$ cat src/rtl/lpm_pkg.sv
package lpm_pkg;

  typedef enum logic [2:0] {
    S_NORMAL,
    S_IDLE,
    S_STANDBY,
    S_HALT,
    S_RCORE,
    S_RSYS,
    S_RPULSE
  } lpm_state_t;

  typedef enum logic [1:0] {
    M_IDLE,
    M_STANDBY,
    M_HALT
  } lpm_sel_t;

  // bit 1 set selects the deepest state whatever bit 0 holds
  function automatic lpm_sel_t decode_mode(input logic [1:0] m);
    if (m[1])      return M_HALT;
    else if (m[0]) return M_STANDBY;
    else           return M_IDLE;
  endfunction

endpackage

$ cat src/rtl/lpm_wake_qual.sv
module lpm_wake_qual #(
  parameter int NUM_PERIPH = 8,
  parameter int QUAL_W     = 6
) (
  input  logic                  clk,
  input  logic                  rst,
  input  logic                  active,
  input  logic                  nmi_n,
  input  logic [NUM_PERIPH-1:0] periph_wake_n,
  input  logic [NUM_PERIPH:0]   wake_mask,
  input  logic [QUAL_W-1:0]     qual_len,
  output logic                  accept
);
  localparam int MASK_W = NUM_PERIPH + 1;
  localparam int CNT_W  = QUAL_W + 1;

  logic [MASK_W-1:0] lines;
  logic [MASK_W-1:0] sel_low;
  logic              sel_all_high;
  logic [CNT_W-1:0]  cnt;
  logic [CNT_W-1:0]  target;

  assign lines = {periph_wake_n, nmi_n};

  for (genvar i = 0; i < MASK_W; i++) begin : g_sel
    assign sel_low[i] = wake_mask[i] & ~lines[i];
  end

  assign sel_all_high = ~|sel_low;
  assign target       = {1'b0, qual_len} + CNT_W'(1);

  always_ff @(posedge clk) begin
    if (rst || !active || sel_all_high) cnt <= '0;
    else if (cnt != target)              cnt <= cnt + CNT_W'(1);
  end

  assign accept = active && !sel_all_high && (cnt == target);

  // a release of every selected line restarts the count
  p_qual_restart_r10: assert property (@(posedge clk) disable iff (rst)
    (active && sel_all_high) |=> (cnt == '0));

  // acceptance only while a selected line is held low
  p_accept_low_r9: assert property (@(posedge clk) disable iff (rst)
    accept |-> (|(wake_mask & ~lines)));

  // the count never runs past its target
  p_cnt_bound_r9: assert property (@(posedge clk) disable iff (rst)
    (cnt <= target) || !$stable(qual_len) || $past(rst));

endmodule

$ cat src/rtl/lpm_wake_decode.sv
module lpm_wake_decode
  import lpm_pkg::*;
(
  input  lpm_state_t st,
  input  logic       nmi_n,
  input  logic       wdint_n,
  input  logic       irq_pending,
  input  logic       qual_accept,
  output logic       wake
);
  always_comb begin
    unique case (st)
      S_IDLE:    wake = !wdint_n || !nmi_n || irq_pending;
      S_STANDBY: wake = !wdint_n || qual_accept;
      S_HALT:    wake = !nmi_n;
      default:   wake = 1'b0;
    endcase
  end
endmodule

$ cat src/rtl/lpm_clk_seq.sv
module lpm_clk_seq
  import lpm_pkg::*;
(
  input  logic       clk,
  input  logic       rst,
  input  logic       idle_req,
  input  logic [1:0] lpm_mode,
  input  logic       wake,
  output lpm_state_t st,
  output logic       osc_en,
  output logic       core_clk_en,
  output logic       sysclk_en,
  output logic       wake_pulse
);
  always_ff @(posedge clk) begin
    if (rst) begin
      st          <= S_NORMAL;
      osc_en      <= 1'b1;
      core_clk_en <= 1'b1;
      sysclk_en   <= 1'b1;
      wake_pulse  <= 1'b0;
    end else begin
      wake_pulse <= 1'b0;
      unique case (st)
        S_NORMAL: begin
          if (idle_req) begin
            unique case (decode_mode(lpm_mode))
              M_IDLE: st <= S_IDLE;
              M_STANDBY: begin
                st          <= S_STANDBY;
                core_clk_en <= 1'b0;
                sysclk_en   <= 1'b0;
              end
              default: begin
                st          <= S_HALT;
                osc_en      <= 1'b0;
                core_clk_en <= 1'b0;
                sysclk_en   <= 1'b0;
              end
            endcase
          end
        end
        S_IDLE, S_STANDBY, S_HALT: begin
          if (wake) begin
            osc_en <= 1'b1;
            st     <= S_RCORE;
          end
        end
        S_RCORE: begin
          core_clk_en <= 1'b1;
          st          <= S_RSYS;
        end
        S_RSYS: begin
          sysclk_en <= 1'b1;
          st        <= S_RPULSE;
        end
        S_RPULSE: begin
          wake_pulse <= 1'b1;
          st         <= S_NORMAL;
        end
        default: st <= S_NORMAL;
      endcase
    end
  end

  // light sleep keeps every clock running
  p_idle_clocks_r3: assert property (@(posedge clk) disable iff (rst)
    (st == S_IDLE) |-> (osc_en && core_clk_en && sysclk_en));

  // standby keeps only the oscillator
  p_standby_gate_r4: assert property (@(posedge clk) disable iff (rst)
    (st == S_STANDBY) |-> (osc_en && !core_clk_en && !sysclk_en));

  // halt stops everything
  p_halt_gate_r5: assert property (@(posedge clk) disable iff (rst)
    (st == S_HALT) |-> (!osc_en && !core_clk_en && !sysclk_en));

  // core clock returns only after the oscillator
  p_core_after_osc_r11: assert property (@(posedge clk) disable iff (rst)
    ($rose(core_clk_en) && !$past(rst)) |-> $past(osc_en));

  // system clock returns only after the core clock
  p_sys_after_core_r11: assert property (@(posedge clk) disable iff (rst)
    ($rose(sysclk_en) && !$past(rst)) |-> $past(core_clk_en));

  // the wake pulse lasts one cycle
  p_pulse_single_r11: assert property (@(posedge clk) disable iff (rst)
    wake_pulse |=> !wake_pulse);

  // normal mode holds until an idle request
  p_normal_hold_r12: assert property (@(posedge clk) disable iff (rst)
    (st == S_NORMAL && !idle_req) |=> (st == S_NORMAL && osc_en && core_clk_en && sysclk_en));

endmodule

$ cat src/rtl/lpm_clock_ctrl.sv
module lpm_clock_ctrl
  import lpm_pkg::*;
#(
  parameter int NUM_PERIPH = 8,
  parameter int QUAL_W     = 6
) (
  input  logic                  clk,
  input  logic                  rst,
  input  logic                  idle_req,
  input  logic [1:0]            lpm_mode,
  input  logic [NUM_PERIPH:0]   wake_mask,
  input  logic [QUAL_W-1:0]     qual_len,
  input  logic                  nmi_n,
  input  logic                  wdint_n,
  input  logic [NUM_PERIPH-1:0] periph_wake_n,
  input  logic                  irq_pending,
  output logic                  osc_en,
  output logic                  core_clk_en,
  output logic                  sysclk_en,
  output logic                  wake_pulse
);
  lpm_state_t st;
  logic       qual_accept;
  logic       wake;
  logic       in_standby;

  assign in_standby = (st == S_STANDBY);

  lpm_wake_qual #(
    .NUM_PERIPH (NUM_PERIPH),
    .QUAL_W     (QUAL_W)
  ) u_qual (
    .clk           (clk),
    .rst           (rst),
    .active        (in_standby),
    .nmi_n         (nmi_n),
    .periph_wake_n (periph_wake_n),
    .wake_mask     (wake_mask),
    .qual_len      (qual_len),
    .accept        (qual_accept)
  );

  lpm_wake_decode u_dec (
    .st          (st),
    .nmi_n       (nmi_n),
    .wdint_n     (wdint_n),
    .irq_pending (irq_pending),
    .qual_accept (qual_accept),
    .wake        (wake)
  );

  lpm_clk_seq u_seq (
    .clk         (clk),
    .rst         (rst),
    .idle_req    (idle_req),
    .lpm_mode    (lpm_mode),
    .wake        (wake),
    .st          (st),
    .osc_en      (osc_en),
    .core_clk_en (core_clk_en),
    .sysclk_en   (sysclk_en),
    .wake_pulse  (wake_pulse)
  );

  // halt is left only through the NMI line
  p_halt_nmi_only_r7: assert property (@(posedge clk) disable iff (rst)
    (st == S_HALT && nmi_n) |=> (st == S_HALT));

  // reset always lands in normal mode with clocks on
  p_reset_state_r1: assert property (@(posedge clk)
    rst |=> (st == S_NORMAL && osc_en && core_clk_en && sysclk_en && !wake_pulse));

endmodule

$ cat config.mk
export PLATFORM = sky130hd
export DESIGN_NAME = lpm_clock_ctrl
export DESIGN_NICKNAME = d
export VERILOG_FILES = /design/src/rtl/lpm_pkg.sv /design/src/rtl/lpm_wake_qual.sv /design/src/rtl/lpm_wake_decode.sv /design/src/rtl/lpm_clk_seq.sv /design/src/rtl/lpm_clock_ctrl.sv
export SDC_FILE = /design/constraint.sdc
export NUM_CORES = 1
export LEC_CHECK = 0
export BUFFER_PORTS_ARGS = -buffer_cell sky130_fd_sc_hd__buf_2
export CAP_MARGIN = 20
export CORE_MARGIN = 5
export CORE_UTILIZATION = 39
export DETAILED_ROUTE_END_ITERATION = 8
export PLACE_DENSITY_LB_ADDON = 0.15
export SLEW_MARGIN = 20
export SYNTH_ARGS = -nofsm -noshare
export SYNTH_HDL_FRONTEND = slang
export SYNTH_SLANG_ARGS = --single-unit
$ cat constraint.sdc
create_clock -name clk -period 4.1 [get_ports clk]
set_input_delay 0.82 -clock clk [delete_from_list [all_inputs] [get_ports clk]]
set_output_delay 0.82 -clock clk [all_outputs]
set_load 0.005 [all_outputs]
==> flow_summary.json <==
{
  "maxSlewViolCount": 0,
  "ys_warn_count": 0,
  "ctsResizeCount": 0,
  "leakagePower_nw": 0.501,
  "netlist_top_cells_area": "dfxtp_1, o21ai_0, inv_1",
  "post-route-period-util": 0.640,
  "final_antenna_net_count": 0,
  "max_cap_violations": 0,
  "synth-edff-count": 0,
  "async_flop_share": 0,
  "routed_via_density": 5.59,
  "cts_tree": "built",
  "fmax_mhz": 381,
  "die_w_um": 62.0,
  "syn_area_per_cell_um2": 7.98,
  "crit_end": "u_seq.st[1]",
  "grt_pass1_wl_um": 4530,
  "status": "complete, no violations",
  "max_slew.worst_pin.slew_ns": 0.543,
  "drc_errors": 0,
  "synth_seq_area_share": 0.266,
  "numCtsBuffers": 3,
  "critical-path-slowest-cell": "or4_1",
  "ys_seq_elements": 14,
  "clkSlewWorstSetupHoldPaths_ns": 0.09,
  "synth_top_area_cell": "dfxtp_1",
  "syn_area_um2": 1050,
  "wire_per_inst_um": 12.6,
  "ys.flop_type": "dfxtp_1",
  "insertedDiodeCount": 0,
  "fin_nets": 197,
  "clock-skew-final_ns": 0.00153,
  "worstPathCellList": "buf_2 > ha_1 > or4_1 > a211o_1 > a31oi_4 > a41oi_4 > mux2i_1",
  "critPathKind": "input pin to register",
  "setup_viol": 0,
  "dieArea_um2": 3840,
  "synth_fp_nets": 165,
  "cts.path.max_buffers": 2,
  "io_buffers": 34,
  "worst_r2r_startpoint": "u_seq.st[1]",
  "min_path_type": "register to register",
  "cp_max_fo": 14,
  "tns_ns": 0,
  "initial_utilization": 0.418,
  "crit_path_start": "qual_len[0]",
  "drive_above_1_share": 0.288,
  "row_count": 18,
  "r2r_cells": 6,
  "fin_hold_ws_ns": 0.499,
  "rsz0062_at_grt": "no",
  "dp_hpwl_um": 1930,
  "slew_headroom": 0.638,
  "dr.pass1.iters": 4,
  "yosys.cell_count.top_type": "dfxtp_1",
  "critPathMaxStageDelay_ns": 0.48,
  "crit_arrival_ns": 2.79,
  "area_delta_synth_final_pct": 19.7,
  "peakVddDrop_uv": 252,
  "io_pins": 35,
  "root_buffer": "clkbuf_4",
  "core_area_um2": 2520,
  "worstPathRequired_ns": 4.27,
  "synthCells": 132,
  "grt_usage": 0.154,
  "cts_num_sinks": 14,
  "vias": 1079,
  "antenna_found_initial": 0,
  "synth_top_area_share": 0.266,
  "globalRoute.totalOverflow": 0,
  "synthTopCellsByCount": "dfxtp_1, inv_1, o21ai_0",
  "grt_pass1_vias": 1068,
  "grt_max_degree": 15,
  "hold_viol_final": 0,
  "worstSetupStartpointType": "input pin",
  "wirelength_um": 2440,
  "gp_congestion": 0.874,
  "cts_hold_repair.buffers": 0,
  "cts_setup_buffers": 0,
  "fin_crit_ns": 2.63,
  "first_iter_violations": 72,
  "rr_endpoint": "u_seq.st[1]",
  "rrSetupSlack_ns": 2.00,
  "die_y_um": 62.0,
  "synth.distinct_cells": 43,
  "h-tree-depth": 1,
  "power_per_cell_area_nw_per_um2": 379,
  "end_kind": "register",
  "clk_latency_ns": 0.28
}
logic make-up (layout without fill, tap and decap cells):
family                   Yosys count  in the layout  share of synthesized area
AO/OA/AOI/OAI                     42             42                      0.297
adder cells (fa/ha/maj)            2              2                     0.0237
buffers and inverters             19             50                     0.0772
XOR/XNOR                           7              7                     0.0582
multiplexers                       2              2                     0.0190
flip-flops                        14             14                      0.266
AND/OR/NAND/NOR                   46             46                      0.259
layer usage:
layer | routed length (um) | up-vias | GRT usage
li1 | - | 546 | -
met1 | 1030 | 509 | 0.182
met2 | 1270 | 22 | 0.278
met3 | 131 | 2 | 0.0434
met4 | 13 | 0 | 0.0273
met5 | 0 | - | 0
sequential cells by signal (all words and copies together), names as in the netlist:
name / count
u_seq.st: 3
u_seq.core_clk_en: 1
u_seq.sysclk_en: 1
u_seq.osc_en: 1
u_seq.wake_pulse: 1
u_qual.cnt: 7
worst max-delay path: cells and delay by family:
kind | cells | cell delay, ns
adders and majority gates | 1 | 0.29
AOI/OAI and AO/OA | 3 | 0.89
and+or+nand+nor | 1 | 0.48
muxes | 1 | 0.15
buffers and inverters | 1 | 0.15
worst min path at each step:
stage	from	to	slack [ns]	depth (start not counted)
after detailed placement	u_seq.sysclk_en	u_seq.sysclk_en	0.47	2
after floorplan	u_seq.sysclk_en	u_seq.sysclk_en	0.47	2
final	u_seq.sysclk_en	u_seq.sysclk_en	0.50	2
after global placement	u_seq.sysclk_en	u_seq.sysclk_en	0.47	2
after global routing	u_seq.sysclk_en	u_seq.sysclk_en	0.53	2
after CTS	u_seq.sysclk_en	u_seq.sysclk_en	0.50	2
final cells by class:
cell class | count | area, um2
sequential | 14 | 280
timing repair buffer | 34 | 170
multi-input combinational | 99 | 692
tap | 30 | 37.5
fill | 257 | 1260
inverter | 12 | 45.0
clock buffer | 4 | 36.3
where the power goes:
part	switching, mW	internal, mW
sequential	0.0417	0.158
clock	0.0450	0.0540
combinational	0.0920	0.0880
cell usage in the layout (no fill, tap or decap), types with 3 or more instances in the layout:
cell,Yosys,layout
a21oi_1,7,7
clkbuf_4,0,3
o21ai_0,11,11
or3_2,3,3
nand3_1,4,4
or3_1,3,3
dfxtp_1,14,14
nor2_1,6,6
nand2_1,8,8
nor3b_1,3,3
xor2_1,3,3
or4_1,3,3
o211ai_1,3,3
inv_1,12,12
o22ai_1,4,4
a221oi_1,3,3
xnor2_1,4,4
buf_2,2,34
through the flow:
step | power, mW | setup WS, ns | cells | area [um2] | utilization
floorplan | 0.333 | 1.48 | 132 | 1050 | -
global placement | 0.379 | 1.25 | 189 | 1220 | 0.486
detailed placement | 0.383 | 1.19 | 189 | 1220 | 0.486
CTS | 0.483 | 1.49 | 193 | 1260 | 0.500
global route | 0.520 | 1.35 | 193 | 1260 | 0.500
finish | 0.479 | 1.47 | 193 | 1260 | 0.500
Power figures use the tool's default switching activity.
